--- config.mk ---
export PLATFORM = sky130hd
export DESIGN_NAME = pipe_ctl
export DESIGN_NICKNAME = d
export VERILOG_FILES = /design/src/rtl/pipe_ctl_pkg.sv /design/src/rtl/pipe_ctl_hazard.sv /design/src/rtl/pipe_ctl_slots.sv /design/src/rtl/pipe_ctl_decode.sv /design/src/rtl/pipe_ctl.sv
export SDC_FILE = /design/constraint.sdc
export NUM_CORES = 1
export LEC_CHECK = 0
export BUFFER_PORTS_ARGS = -buffer_cell sky130_fd_sc_hd__buf_2
export CAP_MARGIN = 20
export CORE_AREA = 2 2 39 41
export DETAILED_ROUTE_END_ITERATION = 8
export DIE_AREA = 0 0 41 43
export GPL_ROUTABILITY_DRIVEN = 1
export GPL_TIMING_DRIVEN = 0
export PLACE_DENSITY = 0.7
export SLEW_MARGIN = 20
export SYNTH_ARGS = -nofsm -noshare
export SYNTH_HDL_FRONTEND = slang
export SYNTH_SLANG_ARGS = --single-unit
--- constraint.sdc ---
create_clock -name clk -period 2.5 [get_ports clk]
set_clock_uncertainty 0.15 [all_clocks]
set_input_delay 0.5 -clock clk [delete_from_list [all_inputs] [get_ports clk]]
set_output_delay 0.5 -clock clk [all_outputs]
set_load 0.02 [all_outputs]
--- src/rtl/pipe_ctl_pkg.sv ---
package pipe_ctl_pkg;
  localparam int CLS_W = 3;
  localparam int NSLOT = 4;
  localparam int S_DEC = 0;
  localparam int S_EXE = 1;
  localparam int S_MEM = 2;
  localparam int S_WB  = 3;

  typedef enum logic [CLS_W-1:0] {
    C_NONE  = 3'd0,
    C_LOAD  = 3'd1,
    C_RTYPE = 3'd2,
    C_STORE = 3'd3,
    C_BEQ   = 3'd4
  } cls_e;

  typedef struct packed {
    logic v;
    cls_e cls;
  } tok_t;

  function automatic logic is_cls(tok_t t, cls_e c);
    return t.v && (t.cls == c);
  endfunction

  function automatic logic is_work(tok_t t);
    return t.v && (t.cls != C_NONE);
  endfunction
endpackage

--- src/rtl/pipe_ctl_hazard.sv ---
module pipe_ctl_hazard
  import pipe_ctl_pkg::*;
#(
  parameter int UNIFORM_WB = 0
) (
  input  logic             in_valid,
  input  logic [CLS_W-1:0] in_class,
  input  tok_t             dec_tok,
  output logic             stall
);
  logic clash;

  always_comb begin
    clash = in_valid && (cls_e'(in_class) == C_RTYPE) && is_cls(dec_tok, C_LOAD);
    stall = (UNIFORM_WB == 0) && clash;
  end
endmodule

--- src/rtl/pipe_ctl_slots.sv ---
module pipe_ctl_slots
  import pipe_ctl_pkg::*;
#(
  parameter int N = NSLOT
) (
  input  logic           clk,
  input  logic           rst_n,
  input  tok_t           ins_tok,
  output tok_t [N-1:0]   slot
);
  always_ff @(posedge clk or negedge rst_n) begin
    if (!rst_n) slot <= '0;
    else        slot <= {slot[N-2:0], ins_tok};
  end
endmodule

--- src/rtl/pipe_ctl_decode.sv ---
module pipe_ctl_decode
  import pipe_ctl_pkg::*;
#(
  parameter int UNIFORM_WB = 0
) (
  input  tok_t [NSLOT-1:0] slot,
  output logic             rd_en,
  output logic             alu_en,
  output logic             br_en,
  output logic             dmem_en,
  output logic             dmem_we,
  output logic             rf_we
);
  always_comb begin
    rd_en   = is_work(slot[S_DEC]);
    alu_en  = is_work(slot[S_EXE]);
    br_en   = is_cls(slot[S_EXE], C_BEQ);
    dmem_en = is_cls(slot[S_MEM], C_LOAD) || is_cls(slot[S_MEM], C_STORE);
    dmem_we = is_cls(slot[S_MEM], C_STORE);
  end

  generate
    if (UNIFORM_WB != 0) begin : g_uniform
      assign rf_we = is_cls(slot[S_WB], C_LOAD) || is_cls(slot[S_WB], C_RTYPE);
    end else begin : g_bubble
      assign rf_we = is_cls(slot[S_WB], C_LOAD) || is_cls(slot[S_MEM], C_RTYPE);
    end
  endgenerate
endmodule

--- src/rtl/pipe_ctl.sv ---
module pipe_ctl
  import pipe_ctl_pkg::*;
#(
  parameter int UNIFORM_WB = 0
) (
  input  logic             clk,
  input  logic             rst_n,
  input  logic             in_valid,
  output logic             in_ready,
  input  logic [CLS_W-1:0] in_class,
  output logic             fetch_stall,
  output logic             fetch_en,
  output logic             rd_en,
  output logic             alu_en,
  output logic             br_en,
  output logic             dmem_en,
  output logic             dmem_we,
  output logic             rf_we
);
  tok_t [NSLOT-1:0] slot;
  tok_t             ins_tok;
  logic             stall;

  pipe_ctl_hazard #(.UNIFORM_WB(UNIFORM_WB)) u_hazard (
    .in_valid (in_valid),
    .in_class (in_class),
    .dec_tok  (slot[S_DEC]),
    .stall    (stall)
  );

  always_comb begin
    in_ready    = !stall;
    fetch_stall = stall;
    fetch_en    = in_valid && !stall;
    ins_tok.v   = fetch_en;
    ins_tok.cls = cls_e'(in_class);
  end

  pipe_ctl_slots #(.N(NSLOT)) u_slots (
    .clk     (clk),
    .rst_n   (rst_n),
    .ins_tok (ins_tok),
    .slot    (slot)
  );

  pipe_ctl_decode #(.UNIFORM_WB(UNIFORM_WB)) u_decode (
    .slot    (slot),
    .rd_en   (rd_en),
    .alu_en  (alu_en),
    .br_en   (br_en),
    .dmem_en (dmem_en),
    .dmem_we (dmem_we),
    .rf_we   (rf_we)
  );
endmodule

==> results.txt <==
GR Overflow Total = 0
Hold_sp = in_class[2]
Die area = 1763 um^2
Yosys top cell by area = dfrtp_1
Part of the cycle the worst path needs = 79.33%
Total CTS buffers = 3
Largest net degree at the start of global routing = 17
Share of cells above drive strength 1 = 34.00%
Largest register FFs = 16
Max-Cap Viols = 0
Mean Syn Cell Area = 15.91 um^2
Top reg by flops = u_slots.slot
Prevailing post-synth register cell = dfrtp_1
Post-synthesis sequential area ratio = 78.62%
Most common cell in the netlist = dfrtp_1
WP data required = 1.85 ns
Final Power = 0.0004352 W
Net count, final = 58
Setup CP Type = flip-flop to output port
Diodes inserted = 0
Tmin final = 1.983 ns
CP delay by family, top = flip-flops
Mapped Area = 509.2 um^2
Reg2Reg Setup Slack = 1.40 ns
Gp weighted congestion = 0.6637
Initial antenna violation count = 0
Iteration-0 DRC Markers = 1
PD cells = 688.7 nW/um^2
Die Ht = 43 um
Core Box Area = 1384 um^2
Worst min path class = primary input to flip-flop
Post-DRT Antenna Nets = 0
CTS sink cnt = 16
Number of cells produced by synthesis = 32
Die Width = 41 um
Top cells by area, synth = dfrtp_1 (79%), o31a_1 (3.4%), and4bb_1 (2.5%)
Clock-pin slew on the worst setup and hold paths = 0.08 ns
First-pass GRT wire length = 1331 um
Status = completed
Clk buf depth = 2
Via Count = 321
Slowest stage delay, CP = 0.39 ns
Count of input and output buffers = 14
H-tree lvl count = 1
Crit start category = flip-flop
Buffers plus inverters on the worst setup path = 1
Worst reg2reg startpoint = u_slots.slot[0]$_DFF_PN0_
Root buf cell = clkbuf_4
Final Hold Vio Count = 0
R2r endpoint = u_slots.slot[3]$_DFF_PN0_
RSZ-0062 raised after global routing = no
Slew margin rel. = 77.09%
R2R cell count = 2
Gr usage total = 12.14%
Final wirelength = 772 um
Setup TNS after final layout = 0 ns
Share of the synthesized area in the top cell type = 78.62%
Final setup violation count = 0
Slowest CP cell = dfrtp_1
Post-CTS sizing = 0
Max VDD drop = 0.0003059 V
I/O pins = 15
Area Overhead vs Synth = 24.08%
Hold EP = u_slots.slot[2]$_DFF_PN0_
Detailed Routing Iterations Pass 1 = 2
Fmax = 504.2 MHz
Syn nets = 38
Biggest regs = u_slots.slot (16)
Distinct cells, synth = 14
#FFs+latches synth = 16
CP endpoint kind = output port
Routed length per instance = 11.70 um
Commonest cells in the netlist = dfrtp_1 (16), inv_1 (2), nor2_1 (2), o31a_1 (2)
EDFF count, synth = 0
Vias per cell = 4.864
Clk Latency, worst-skew pair = 0.27 ns
Least-Margin Pin Slew = 0.3437 ns
Hold Crit Depth = 1
Ys async rst share = 100.0%
DRC Markers = 0
Ys Warns = 0
Number of fill cells in the layout = 130
Max Slew Vio Count = 0
Leakage power = 0.3053 nW
Worst Path Max Fanout = 3
Initial Util = 36.80%
CP arrival = 1.33 ns
Critical path cell sequence = and4bb_1 > a41oi_1 > buf_2
CTS tree = built
Vias in the first global route = 291
Row Count = 14
-- metal layers --
metal  vias up  track usage [%]  part of all wire (%)
li1        154                -                     -
met1       148            14.98                    41
met2        15            16.88                    48
met3         4            4.712                   7.8
met4         0            8.000                   3.2
met5         -                0                     0
-- cells by family (layout without fill, tap and decap cells) --
kind of cell,count (synthesis),after routing,share of synthesized area (%)
buffers and inverters,2,20,1.475
flip-flops,16,16,78.62
AO/OA/AOI/OAI,4,4,6.143
AND/OR/NAND/NOR,10,10,13.76
-- worst reg2reg max path, cell delays in order (launching register included) --
cell and delay (ns):
dfrtp_1 0.39, and4bb_1 0.23, a41oi_1 0.23
-- final cells by class --
cell class,count,area (um^2),share of cell area (%)
Clock buffer,3,22.52,3.564
Timing Repair Buffer,15,80.08,12.67
Inverter,2,7.507,1.188
Multi-Input combinational cell,14,101.3,16.04
Tap cell,16,20.02,3.168
Sequential cell,16,400.4,63.37
-- metrics by stage --
stage	worst slack [ns]	cell area (um^2)	hold slack [ns]	std cells	utilization, %
finish	0.5167	631.9	0.1864	66	45.66
CTS	0.4871	631.9	0.1746	66	45.66
detailed placement	0.6012	599.3	0.2280	62	43.31
floorplan	0.6545	509.2	0.05441	32	-
global route	0.4066	631.9	0.1725	66	45.66
global placement	0.6062	599.3	0.2177	62	43.31
-- cell usage in the layout, fill, tap and decap left out, drive strengths merged --
master        n
a41oi         1
clkbuf        3
nand4         1
nor3b         1
and4          1
nor3          1
buf          14
o21ai         1
nand4bb       1
and4bb        1
nor2          2
o31a          2
inv           2
nand3b        1
dlygate4sd3   1
dfrtp        16
nand2         1
-- worst max path at each step --
stage / start / to / slack, ns / depth (start not counted)
2_1_floorplan: in_class[0] / fetch_en / 0.65 / 2
3_3_place_gp: in_class[0] / fetch_stall / 0.61 / 4
3_5_place_dp: in_valid / fetch_en / 0.60 / 4
4_1_cts: u_slots.slot[0]$_DFF_PN0_ / fetch_en / 0.49 / 3
5_1_grt: u_slots.slot[0]$_DFF_PN0_ / fetch_en / 0.41 / 3
6_report: u_slots.slot[0]$_DFF_PN0_ / fetch_en / 0.52 / 3
-- report_power, final --
group / total, W / switching (W) / internal (W) / leakage, nW
sequential: 0.000280 / 0.00000840 / 0.000272 / 0.186
combinational: 0.0000304 / 0.0000182 / 0.0000123 / 0.105
clock: 0.000125 / 0.0000688 / 0.0000558 / 0.0138
-- timing repair --
item | 4_1_cts | 5_1_grt
endpoints found under the hold margin | 16 | 0
hold buffers | 1 | 0
buffers inserted | 0 | 0
No activity file was read; power rests on OpenSTA's default activity.
